`src/rtl/bitop_pkg.sv`:
```
package bitop_pkg;
  localparam int W     = 8;
  localparam int IDX_W = $clog2(W);
  localparam int FL_W  = 4;

  localparam int FZ = 3;
  localparam int FN = 2;
  localparam int FH = 1;
  localparam int FC = 0;

  localparam logic [2:0] MEM_SLOT = 3'd6;

  typedef enum logic [1:0] {
    CL_SHIFT = 2'b00,
    CL_TEST  = 2'b01,
    CL_CLR   = 2'b10,
    CL_SET   = 2'b11
  } op_class_t;

  typedef enum logic [2:0] {
    SH_RLC  = 3'd0,
    SH_RRC  = 3'd1,
    SH_RL   = 3'd2,
    SH_RR   = 3'd3,
    SH_SLA  = 3'd4,
    SH_SRA  = 3'd5,
    SH_SWAP = 3'd6,
    SH_SRL  = 3'd7
  } shift_kind_t;

  typedef struct packed {
    logic [W-1:0]    result;
    logic [FL_W-1:0] flags;
    logic            wb_en;
  } exec_out_t;
endpackage

```
`src/rtl/bitop_shift.sv`:
```
module bitop_shift
  import bitop_pkg::*;
(
  input  shift_kind_t     kind,
  input  logic [W-1:0]    opnd,
  input  logic            cin,
  output logic [W-1:0]    res,
  output logic [FL_W-1:0] flg
);
  localparam int HALF = W / 2;
  logic cout;

  always_comb begin
    res  = opnd;
    cout = 1'b0;
    unique case (kind)
      SH_RLC:  begin res = {opnd[W-2:0], opnd[W-1]}; cout = opnd[W-1]; end
      SH_RRC:  begin res = {opnd[0], opnd[W-1:1]};   cout = opnd[0];   end
      SH_RL:   begin res = {opnd[W-2:0], cin};       cout = opnd[W-1]; end
      SH_RR:   begin res = {cin, opnd[W-1:1]};       cout = opnd[0];   end
      SH_SLA:  begin res = {opnd[W-2:0], 1'b0};      cout = opnd[W-1]; end
      SH_SRA:  begin res = {opnd[W-1], opnd[W-1:1]}; cout = opnd[0];   end
      SH_SWAP: begin res = {opnd[HALF-1:0], opnd[W-1:HALF]}; cout = 1'b0; end
      SH_SRL:  begin res = {1'b0, opnd[W-1:1]};      cout = opnd[0];   end
      default: begin res = opnd; cout = 1'b0; end
    endcase
    flg     = '0;
    flg[FZ] = (res == '0);
    flg[FC] = cout;
  end
endmodule

```
`src/rtl/bitop_bitfn.sv`:
```
module bitop_bitfn
  import bitop_pkg::*;
(
  input  op_class_t        cls,
  input  logic [IDX_W-1:0] bidx,
  input  logic [W-1:0]     opnd,
  input  logic [FL_W-1:0]  fin,
  output logic [W-1:0]     res,
  output logic [FL_W-1:0]  flg,
  output logic             wb
);
  logic [W-1:0] mask;
  assign mask = {{(W-1){1'b0}}, 1'b1} << bidx;

  always_comb begin
    res = opnd;
    flg = fin;
    wb  = 1'b1;
    unique case (cls)
      CL_TEST: begin
        wb      = 1'b0;
        flg[FZ] = ~|(opnd & mask);
        flg[FN] = 1'b0;
        flg[FH] = 1'b1;
      end
      CL_CLR:  res = opnd & ~mask;
      CL_SET:  res = opnd | mask;
      default: res = opnd;
    endcase
  end
endmodule

```
`src/rtl/bitop_unit.sv`:
```
module bitop_unit
  import bitop_pkg::*;
(
  input  logic            clk,
  input  logic            rst_n,
  input  logic            in_valid,
  output logic            in_ready,
  input  logic [W-1:0]    in_sub_op,
  input  logic [W-1:0]    in_reg_val,
  input  logic [W-1:0]    in_mem_val,
  input  logic [FL_W-1:0] in_flags,
  output logic            out_valid,
  input  logic            out_ready,
  output logic [W-1:0]    out_result,
  output logic            out_wb_en,
  output logic            out_wb_mem,
  output logic [2:0]      out_wb_reg,
  output logic [FL_W-1:0] out_flags
);
  op_class_t   cls;
  shift_kind_t skind;
  logic [2:0]  slot;
  logic [W-1:0] opnd;
  logic [W-1:0] sh_res, bf_res;
  logic [FL_W-1:0] sh_flg, bf_flg;
  logic bf_wb;
  exec_out_t nxt;
  logic accept;

  assign cls   = op_class_t'(in_sub_op[7:6]);
  assign skind = shift_kind_t'(in_sub_op[5:3]);
  assign slot  = in_sub_op[2:0];
  assign opnd  = (slot == MEM_SLOT) ? in_mem_val : in_reg_val;

  bitop_shift u_shift (
    .kind (skind),
    .opnd (opnd),
    .cin  (in_flags[FC]),
    .res  (sh_res),
    .flg  (sh_flg)
  );

  bitop_bitfn u_bitfn (
    .cls  (cls),
    .bidx (in_sub_op[5:3]),
    .opnd (opnd),
    .fin  (in_flags),
    .res  (bf_res),
    .flg  (bf_flg),
    .wb   (bf_wb)
  );

  always_comb begin
    if (cls == CL_SHIFT) begin
      nxt.result = sh_res;
      nxt.flags  = sh_flg;
      nxt.wb_en  = 1'b1;
    end else begin
      nxt.result = bf_res;
      nxt.flags  = bf_flg;
      nxt.wb_en  = bf_wb;
    end
  end

  assign in_ready = !out_valid || out_ready;
  assign accept   = in_valid && in_ready;

  always_ff @(posedge clk or negedge rst_n) begin
    if (!rst_n) begin
      out_valid  <= 1'b0;
      out_result <= '0;
      out_flags  <= '0;
      out_wb_en  <= 1'b0;
      out_wb_mem <= 1'b0;
      out_wb_reg <= '0;
    end else if (accept) begin
      out_valid  <= 1'b1;
      out_result <= nxt.result;
      out_flags  <= nxt.flags;
      out_wb_en  <= nxt.wb_en;
      out_wb_mem <= (slot == MEM_SLOT);
      out_wb_reg <= slot;
    end else if (out_ready) begin
      out_valid  <= 1'b0;
    end
  end
endmodule

```
`config.mk`:
```
export PLATFORM = sky130hd
export DESIGN_NAME = bitop_unit
export DESIGN_NICKNAME = d
export VERILOG_FILES = /design/src/rtl/bitop_pkg.sv /design/src/rtl/bitop_shift.sv /design/src/rtl/bitop_bitfn.sv /design/src/rtl/bitop_unit.sv
export SDC_FILE = /design/constraint.sdc
export NUM_CORES = 1
export LEC_CHECK = 0
export BUFFER_PORTS_ARGS = -buffer_cell sky130_fd_sc_hd__clkbuf_2
export CORE_UTILIZATION = 40
export CTS_CLUSTER_DIAMETER = 60
export DETAILED_ROUTE_END_ITERATION = 7
export PLACE_DENSITY_LB_ADDON = 0.3
export SYNTH_ARGS = -nofsm -noshare
export SYNTH_HDL_FRONTEND = slang
export SYNTH_HIERARCHICAL = 1
export SYNTH_SLANG_ARGS = --single-unit
```
`constraint.sdc`:
```
create_clock -name clk -period 1.5 [get_ports clk]
set_input_delay 0.375 -clock clk [delete_from_list [all_inputs] [get_ports clk]]
set_output_delay 0.375 -clock clk [all_outputs]
set_load 0.005 [all_outputs]
```
==> results of run 1 <==
==> critical path: stages <==
cell      delay, ns
clkbuf_4       0.15
nand3b_4       0.13
mux2_2         0.36
and3_2         0.21
o31a_1         0.31
or4_4          0.49
nor4_2         0.15
mux2i_1        0.10
a21oi_1        0.14
==> logic make-up after synthesis <==
kind of cell           share of synthesized area, %
and+or+nand+nor                                18.9
other                                         0.236
muxes                                          28.2
AOI/OAI and AO/OA                              16.0
buffers and inverters                          8.20
DFF                                            28.4
==> synthesized netlist by cell type, types with 2 or more instances <==
library cell	instances	share of area, %
a21oi_1	26	8.2
mux2i_1	20	13
dfrtp_1	18	28
mux2_2	17	12
nand2_1	10	2.4
buf_4	8	3.8
nand2b_1	8	3.2
nor2_1	6	1.4
buf_6	4	2.8
nor3_1	4	1.3
o31a_1	4	2.2
and3_2	3	1.4
mux2_4	3	2.8
o21ai_0	3	0.95
a21boi_1	2	0.95
buf_2	2	0.63
inv_1	2	0.47
nand2b_4	2	1.7
nor3b_2	2	1.6
o211ai_1	2	0.95
==> per-stage QoR <==
step / setup slack (ns) / cells / TNS, ns / power, mW / cell area [um^2]
2_1_floorplan: -0.825 / 167 / -2.02 / 0.928 / 1620
6_report: -0.736 / 288 / -2.42 / 1.63 / 2250
5_1_grt: -0.786 / 288 / -2.97 / 1.72 / 2250
3_3_place_gp: -0.985 / 278 / -5.42 / 1.17 / 2040
3_5_place_dp: -1.00 / 278 / -5.52 / 1.18 / 2040
4_1_cts: -0.713 / 286 / -2.74 / 1.60 / 2160
==> what timing repair did <==
action / in CTS / in global routing
cloned: 1 / 0
pin swaps: 6 / 5
gates resized for setup: 7 / 22
setup endpoints to repair: 9 / 10
setup buffers: 4 / 2
==> placed cells by master, fill, tap and decap left out, types with 2 or more instances in the layout <==
| master | n |
|---|---|
| o21ai_2 | 2 |
| nor2_1 | 6 |
| o211ai_1 | 2 |
| nand2b_1 | 8 |
| nand3b_4 | 2 |
| o31a_1 | 4 |
| a21oi_1 | 26 |
| clkbuf_4 | 2 |
| nor3_1 | 4 |
| nor3b_2 | 2 |
| buf_6 | 5 |
| mux2_2 | 11 |
| nand2_1 | 9 |
| and3_4 | 3 |
| mux2_4 | 9 |
| mux2i_1 | 18 |
| conb_1 | 2 |
| nand2b_4 | 2 |
| clkbuf_8 | 4 |
| dfrtp_1 | 18 |
| clkbuf_2 | 47 |
| buf_4 | 28 |
| a21boi_1 | 3 |
==> layer usage <==
metal,track usage [%],up-vias,part of all wire [%]
met5,0,-,0
met4,8.89,0,1.9
met3,2.82,9,5.3
met2,32.6,54,45
met1,29.4,745,48
li1,-,743,-
==> power by group <==
group	leakage [nW]	switching [mW]	internal (mW)
clock	0.0288	0.163	0.234
sequential	0.202	0.0420	0.557
combinational	0.839	0.297	0.341
==> how the worst min path moves through the flow <==
stage	from	end	slack, ns	cells past startpoint
CTS	rst_n	out_result[3]	0.06	1
detailed placement	rst_n	out_result[2]	0.34	1
global placement	rst_n	out_wb_en	0.34	1
global route	rst_n	out_result[3]	0.08	1
floorplan	rst_n	out_flags[0]	0.08	0
finish	rst_n	out_result[3]	0.05	1
==> layout make-up <==
type	instances	share of cell area, %
well taps	48	2.67
clock buffers	4	2.45
multi-input cells	132	50.0
flip-flops and latches	18	20.0
inverters	2	0.334
repair buffers	84	24.5
==> flow_summary_export.csv, run 1 <==
group,metric,value,unit
status,outcome,"complete, but fails checks",
status,violations,"setup timing",
hold_path,holdCritPathClass,"in2async",
timing,fmax,0.447,GHz
pwr,power.density,726,nW/um^2
synthesis,yosysSeqAreaShare,28.4,%
floorplan,die_w,65.0,um
synthesis,synth_edf_count,0,
pwr,ir_drop,0.481,mV
finish,syn_to_final_growth,41.9,%
finish,layout.nets,273,
clock_network,cts_root_buf,"clkbuf_8",
place,gp_congestion,0.847,
place,hpwl,3.06,mm
job,max_cap_violations,0,
clock_network,numCtsBuffers,3,
synthesis,syn_area,1590,um^2
pwr,p_leak,1.07,nW
route,firstDrtPassIters,5,
timing,setup_viol,9,
place,io_buffers,50,
timing,post-route-period-util,149,%
clock_network,cts_max_path_buffers,2,
route,wl_per_cell,15.2,um
global_routing,grt_overflow_total,0,
global_routing,grt_pass1_wl,7.00,mm
worst_setup_path,r2r-start,"out_valid",
timing,period_minus_slack,2.24,ns
floorplan,row_count,22,
clock_network,cts_tree,"done",
worst_setup_path,crit_path_end,"out_flags[3]",
route,drt-total-wl,4.37,mm
synthesis,ys.flop_type,"dfrtp_1",
route,antenna_left,0,
finish,n_fill_cell,336,
floorplan,die_h,65.0,um
floorplan,core,3740,um^2
synthesis,synth_warnings,6,
worst_setup_path,startpoint,"in_sub_op[1]",
worst_setup_path,cp.arrival,2.42,ns
worst_setup_path,crit_type,"in2reg",
clock_network,cts_hold_buf,0,
synthesis,synth.avg_cell_area,9.56,um^2
global_routing,first_global_vias,1458,
route,vias_per_cell,5.39,
synthesis,async_reset_ff_share,100,%
finish,antenna_cells,0,
worst_setup_path,rr_endpoint,"out_wb_reg[0]",
synthesis,syn_inst,166,
global_routing,gr-usage-all-layers,21.2,%
floorplan,io-pin-count,51,
route,drc,0,
finish,multi_input_area,1130,um^2
worst_setup_path,rrSetupSlack,0.29,ns
timing,drv_slew,0,
synthesis,ys_types,40,
route,vias,1551,
timing,final_hold_viol_count,0,
clock_network,h-tree-depth,1,
worst_setup_path,r2r_cells,3,
timing,fin_skew,0.00289,ns
synthesis,ys_ff_latch,18,
global_routing,grt_max_degree,19,
floorplan,start_util,42.4,%
worst_setup_path,critPathCaptureType,"flop",
timing,whs,0.0524,ns
worst_setup_path,cp-start-kind,"primary input",
timing,grt_setup_unrepaired,"true",
worst_setup_path,crit_path_max_fanout,5,
finish,final_util,60.1,%
timing,fin_ws,-0.736,ns
floorplan,dieArea,4220,um^2
clock_network,cts.clk_slew.worst_paths,0.07,ns
worst_setup_path,cp.required,1.69,ns
clock_network,clk_latency,0.26,ns
finish,largest_reg_flops,8,
route,detail_route.iter0.violations,104,
global_routing,antenna_found_initial,0,
finish,drive_above_1_share,54.6,%
finish,regArea,450,um^2
clock_network,clock-sinks,18,
(Power assumes the default switching activity.)
==> run 2, diff against run 1 <==
--- a/config.mk
+++ b/config.mk
@@ -5,6 +5,7 @@
 export SDC_FILE = /design/constraint.sdc
 export NUM_CORES = 1
 export LEC_CHECK = 0
+export ABC_AREA = 1
 export BUFFER_PORTS_ARGS = -buffer_cell sky130_fd_sc_hd__clkbuf_2
 export CORE_UTILIZATION = 40
 export CTS_CLUSTER_DIAMETER = 60
==> run 2 against run 1 <==
  * Cell count rose by 39%
  * Core utilization fell by 0.34 points
  * Maximum frequency rose by 42%
  * Sequential share of layout area fell by 1.3 points
  * The flow still finishes with violations (setup timing)
  * Critical endpoint unchanged
  * Largest power group unchanged
  * Sequential power barely moved
==> flow_summary_export.csv, run 2 <==
group,metric,value,unit
floorplan,core,4030,um^2
timing,slew_headroom,62.4,%
global_routing,first_global_vias,1838,
finish,largest_reg_flops,8,
pwr,ir_drop,0.397,mV
job,max_cap_violations,0,
floorplan,start_util,42.1,%
clock_network,clock-sinks,18,
pwr,p_leak,1.36,nW
timing,post-route-period-util,105,%
worst_setup_path,cp.required,1.70,ns
synthesis,synth_warnings,6,
synthesis,synth.avg_cell_area,6.08,um^2
place,io_buffers,50,
timing,fin_ws,-0.0714,ns
finish,antenna_cells,0,
floorplan,io-pin-count,51,
route,detail_route.iter0.violations,195,
floorplan,die_w,67.1,um
synthesis,syn_inst,279,
synthesis,ys.flop_type,"dfrtp_1",
clock_network,cts.clk_slew.worst_paths,0.07,ns
finish,syn_to_final_growth,42.1,%
clock_network,cts_root_buf,"clkbuf_8",
worst_setup_path,critPathCaptureType,"flop",
clock_network,clk_latency,0.25,ns
status,outcome,"complete, but fails checks",
pwr,power,1.63,mW
worst_setup_path,r2r-start,"out_valid",
place,hpwl,3.75,mm
status,violations,"setup timing",
synthesis,synth_top_area_share,26.6,%
finish,final_cell_mix,"nand2_1, clkbuf_2, buf_4",
synthesis,synth.top_cells.by_area,"dfrtp_1, nand2_1, nand3_1, o21ai_0, inv_1",
global_routing,antenna_found_initial,0,
synthesis,async_reset_ff_share,100,%
route,antenna_left,0,
timing,setup_tns,-0.181,ns
place,gp_congestion,0.932,
timing,final_hold_viol_count,0,
route,drc,0,
timing,period_minus_slack,1.57,ns
timing,fin_skew,0.00275,ns
route,firstDrtPassIters,4,
worst_setup_path,crit_type,"in2reg",
clock_network,cts_hold_buf,0,
synthesis,syn_area,1700,um^2
global_routing,grt_max_degree,19,
timing,fmax,0.636,GHz
floorplan,row_count,23,
worst_setup_path,r2r_cells,5,
worst_setup_path,crit_path_max_fanout,8,
route,drt-total-wl,5.24,mm
synthesis,yosysTopAreaCell,"dfrtp_1",
floorplan,die_h,67.1,um
worst_setup_path,cp.arrival,1.77,ns
route,wl_per_cell,13.1,um
synthesis,synth_edf_count,0,
global_routing,grt_pass1_wl,8.16,mm
timing,worst_pin_slew,0.563,ns
clock_network,cts_tree,"done",
route,vias_per_cell,5.11,
clock_network,h-tree-depth,1,
worst_setup_path,rr_endpoint,"out_wb_mem",
pwr,power.density,675,nW/um^2
worst_setup_path,rrSetupSlack,0.40,ns
floorplan,dieArea,4500,um^2
synthesis,ys_types,26,
place,place_area,2180,um^2
route,vias,2040,
timing,drv_slew,0,
global_routing,gr-usage-all-layers,23.7,%
worst_setup_path,cp-start-kind,"primary input",
finish,drive_above_1_share,37.0,%
timing,setup_viol,4,
global_routing,grt_overflow_total,0,
clock_network,numCtsBuffers,3,
hold_path,holdCritPathClass,"in2async",
finish,n_fill_cell,410,
finish,final_common_cell,"nand2_1",
synthesis,ys_ff_latch,18,
finish,layout.nets,383,
synthesis,yosysSeqAreaShare,26.6,%
synthesis,synth_commonest_cells,"nand2_1, inv_1, nand3_1, o21ai_0",
finish,final_cell_area,2410,um^2
timing,grt_setup_unrepaired,"true",
synthesis,synth.most_common_cell,"nand2_1",
clock_network,cts_max_path_buffers,2,
-- run 2: cell types whose count changed after synthesis, sizes merged, moves of 10 or more --
cell | previous run | this run
nand2 | 10 | 110
inv | 2 | 34
o21ai | 3 | 29
nand3 | 0 | 25
a21oi | 26 | 2
mux2 | 21 | 0
mux2i | 20 | 0
nor2 | 7 | 22
nand4 | 1 | 15
nand2b | 10 | 0
-- run 2: worst max path at each step --
stage	startpoint	slack, ns	depth (start not counted)	to
floorplan	in_sub_op[0]	-0.01	15	out_flags[3]
global placement	in_sub_op[0]	-0.44	15	out_flags[3]
detailed placement	in_sub_op[0]	-0.46	15	out_flags[3]
CTS	in_sub_op[0]	-0.04	15	out_flags[3]
global route	in_sub_op[0]	-0.17	14	out_flags[3]
finish	in_sub_op[0]	-0.07	15	out_flags[3]
-- run 2: kinds of logic (layout without fill, tap and decap cells) --
kind of cell,after synthesis,in the layout,share of synthesized area [%]
AO/OA/AOI/OAI,33,33,10.0
flip-flops,18,18,26.6
other,1,2,0.221
AND/OR/NAND/NOR,175,176,46.2
buffers and inverters,52,120,17.0
-- run 2: what timing repair did --
action / 4_1_cts / 5_1_grt
setup buffers: 2 / 2
pin swaps: 14 / 10
setup endpoints to repair: 10 / 10
cloned: 1 / 0
gates resized for setup: 22 / 12
-- run 2: cell type report --
type	count	area [um^2]	area share, %
clock buffers	3	41.3	1.71
inverters	34	140	5.82
multi-input cells	211	1140	47.4
flip-flops and latches	18	450	18.7
well taps	50	62.6	2.60
repair buffers	83	572	23.7
-- run 2: per-layer routing --
metal | track usage, % | vias up | part of all wire (%)
met4 | 5.59 | 0 | 1.4
met2 | 41.3 | 55 | 51
met3 | 3.08 | 8 | 3.9
met5 | 0 | - | 0
li1 | - | 1022 | -
met1 | 30.7 | 955 | 43
-- run 2: through the flow --
step	setup WS [ns]	std cells	hold WS (ns)	util (%)
after global placement	-0.444	392	0.339	54.1
after CTS	-0.0358	398	0.0708	58.5
final	-0.0714	399	0.0599	59.8
after global routing	-0.175	399	0.0852	59.8
after floorplan	-0.0137	280	0.0794	-
after detailed placement	-0.455	392	0.341	54.1
-- run 2: critical path, cell delays in order --
cell       delay [ns]
clkbuf_16        0.13
inv_12           0.06
nand3_4          0.11
buf_12           0.18
nand2_4          0.06
o21ai_4          0.07
nand2_1          0.09
nand3_2          0.09
nor2_1           0.13
nand3_1          0.09
nor2_1           0.15
nand2_2          0.05
nand2_1          0.07
nand2_1          0.05
nand2_1          0.06
-- run 2: power breakdown --
group	switching [mW]	leakage (nW)	internal (mW)
clock network	0.156	0.0216	0.178
logic	0.382	1.11	0.309
registers	0.0420	0.223	0.559
total	0.580	1.36	1.05
==> run 3, diff against run 2 <==
--- a/config.mk
+++ b/config.mk
@@ -7,10 +7,12 @@
 export LEC_CHECK = 0
 export ABC_AREA = 1
 export BUFFER_PORTS_ARGS = -buffer_cell sky130_fd_sc_hd__clkbuf_2
+export CORE_ASPECT_RATIO = 1.1
 export CORE_UTILIZATION = 40
 export CTS_CLUSTER_DIAMETER = 60
 export DETAILED_ROUTE_END_ITERATION = 7
 export PLACE_DENSITY_LB_ADDON = 0.3
+export REMOVE_ABC_BUFFERS = 1
 export SYNTH_ARGS = -nofsm -noshare
 export SYNTH_HDL_FRONTEND = slang
 export SYNTH_HIERARCHICAL = 1
==> run 3 against run 2 <==
  * The flow still finishes with violations (setup timing)
  * Maximum frequency down 1.7%
  * Clock skew is 0.0023 ns higher
  * Combinational power down 2%
  * Cell area up 0.52%
  * Critical path depth rose by 2
  * Worst hold slack lost 0.0040 ns
  * Non-clock buffer count shrank 1
  * Sequential share of layout area decreased by 0.097 points
  * Sequential cell count unchanged
  * Cell count is the same
  * Count of clock-buffer cells in the layout stayed put
  * First-iteration DRC count decreased by 31%
  * Largest power group unchanged
==> flow_summary_export.csv, run 3 (synthesis gave the netlist of run 2 again) <==
group,metric,value,unit
finish,syn_to_final_growth,42.8,%
global_routing,grt_overflow_total,0,
finish,n_fill_cell,401,
timing,worst_pin_slew,0.506,ns
route,wl_per_cell,11.5,um
clock_network,numCtsBuffers,3,
timing,fin_skew,0.00507,ns
clock_network,cts_root_buf,"clkbuf_8",
worst_setup_path,crit_chain,"buf_2 -> nand3_4 -> buf_12 -> nand2_4 -> o21ai_2 -> buf_6 -> nand2_2 -> inv_2 -> a21oi_2 -> nand3_1 -> nand2_2 -> nand3_2 -> nor2_2 -> nand2_2 -> nand2_1 -> nand2_1 -> nand2_1",
global_routing,grt_max_degree,22,
status,outcome,"complete, but fails checks",
timing,final_hold_viol_count,0,
timing,fin_ws,-0.0992,ns
worst_setup_path,critPathCaptureType,"flop",
route,vias,1955,
route,vias_per_cell,4.90,
timing,slew_headroom,66.2,%
pwr,p_clk_share,20.1,%
floorplan,die_w,64.1,um
timing,grt_setup_unrepaired,"true",
clock_network,cts.clk_slew.worst_paths,0.06,ns
worst_setup_path,crit_path_max_fanout,5,
status,violations,"setup timing",
clock_network,clk_latency,0.25,ns
timing,setup_viol,4,
worst_setup_path,cp-start-kind,"primary input",
pwr,switching_power,0.550,mW
clock_network,cts_tree,"done",
finish,final_cell_mix,"nand2_1, clkbuf_2, inv_1",
clock_network,cts_hold_buf,0,
timing,post-route-period-util,107,%
worst_setup_path,cp.arrival,1.79,ns
place,hpwl,3.26,mm
worst_setup_path,cpPeakStageDelay,0.18,ns
worst_setup_path,cp.required,1.69,ns
floorplan,io-pin-count,51,
pwr,pwr-share-comb,42.5,%
hold_path,holdCritPathClass,"in2async",
global_routing,antenna_found_initial,0,
finish,antenna_cells,0,
floorplan,dieArea,4500,um^2
global_routing,grt_pass1_wl,7.51,mm
pwr,power_frac_seq,37.4,%
clock_network,cts_max_path_buffers,2,
timing,fmax,0.625,GHz
route,firstDrtPassIters,4,
pwr,ir_drop,0.242,mV
global_routing,gr-usage-all-layers,20.9,%
place,gp_congestion,0.902,
floorplan,core,4020,um^2
floorplan,row_count,24,
pwr,p_int,1.05,mW
route,drc,0,
place,io_buffers,50,
finish,drive_above_1_share,40.1,%
finish,layout.nets,381,
route,drt-total-wl,4.59,mm
pwr,power.density,661,nW/um^2
finish,multi_input_area,1130,um^2
global_routing,first_global_vias,1713,
timing,drv_slew,0,
floorplan,die_h,70.3,um
floorplan,start_util,42.1,%
worst_setup_path,crit_type,"in2reg",
worst_setup_path,critPathSlowestCell,"buf_12",
pwr,power,1.60,mW
place,place_inst,392,
route,antenna_left,0,
timing,period_minus_slack,1.60,ns
clock_network,h-tree-depth,1,
route,detail_route.iter0.violations,134,
finish,final_common_cell,"nand2_1",
pwr,p_leak,1.36,nW
finish,fin_cells,399,
finish,largest_reg_flops,8,
clock_network,clock-sinks,18,
pwr,p_sw_share,34.3,%
job,max_cap_violations,0,
finish,regArea,450,um^2
==> run 3: cell types whose count changed in the layout (fill, tap and decap cells not counted), sizes merged <==
cell,before,now
clkbuf,53,52
nand3,26,25
==> run 3: area by class of cell <==
type	instances	share of cell area, %
Tap cell	52	2.69
Clock buffer	3	1.71
Timing Repair Buffer	82	24.9
Multi-Input combinational cell	210	46.7
Inverter	34	5.37
Sequential cell	18	18.6
==> run 3: final timing paths <==
| check | start | endpoint | slack [ns] | cells after the start |
|---|---|---|---|---|
| max | in_sub_op[2] | out_flags[3] | -0.1 | 17 |
| min | rst_n | out_result[5] | 0.06 | 1 |
| max reg2reg | out_valid | out_result[5] | 0.52 | 5 |
| min reg2reg | out_result[3] | out_result[3] | 0.48 | 2 |
| max in group asynchronous | rst_n | out_wb_reg[1] | 1.14 | 1 |
| min in group clk | in_sub_op[2] | out_wb_reg[2] | 0.38 | 3 |
==> run 3: power groups by stage <==
stage               logic [mW]  clock network [mW]  registers (mW)
floorplan                0.258                   0           0.612
global placement         0.578                   0           0.602
detailed placement       0.582                   0           0.606
CTS                      0.616               0.331           0.599
global route             0.758               0.353           0.606
finish                   0.680               0.322           0.598
==> run 3: critical path: cells and delay by family <==
kind | cells | cell delay [ns]
compound gates | 2 | 0.14
buf+inv | 4 | 0.45
simple gates | 11 | 0.82
==> run 3: layer usage <==
layer  share of wire, %  vias to the layer above  GRT usage [%]
met5                  0                        -              0
met4                1.4                        0           7.83
met3                5.4                        8           1.96
met2                 48                       64           35.1
met1                 45                      864           27.3
li1                   -                     1019              -
==> run 3: per-stage QoR <==
step | hold WS (ns) | cell area (um^2) | setup TNS, ns | worst slack (ns) | utilization [%]
6_report | 0.0560 | 2420 | -0.186 | -0.0992 | 60.2
3_3_place_gp | 0.330 | 2110 | -2.26 | -0.372 | 52.5
3_5_place_dp | 0.335 | 2110 | -2.30 | -0.385 | 52.5
4_1_cts | 0.0665 | 2260 | -0.428 | -0.143 | 56.1
5_1_grt | 0.0788 | 2420 | -1.02 | -0.276 | 60.2
2_1_floorplan | 0.0794 | 1540 | -0.838 | -0.283 | -
==> run 3: timing repair <==
action,in CTS,in global routing
setup buffers,3,4
cloned,1,1
resized for setup,11,55
pin swaps,2,38
setup endpoints to repair,3,10
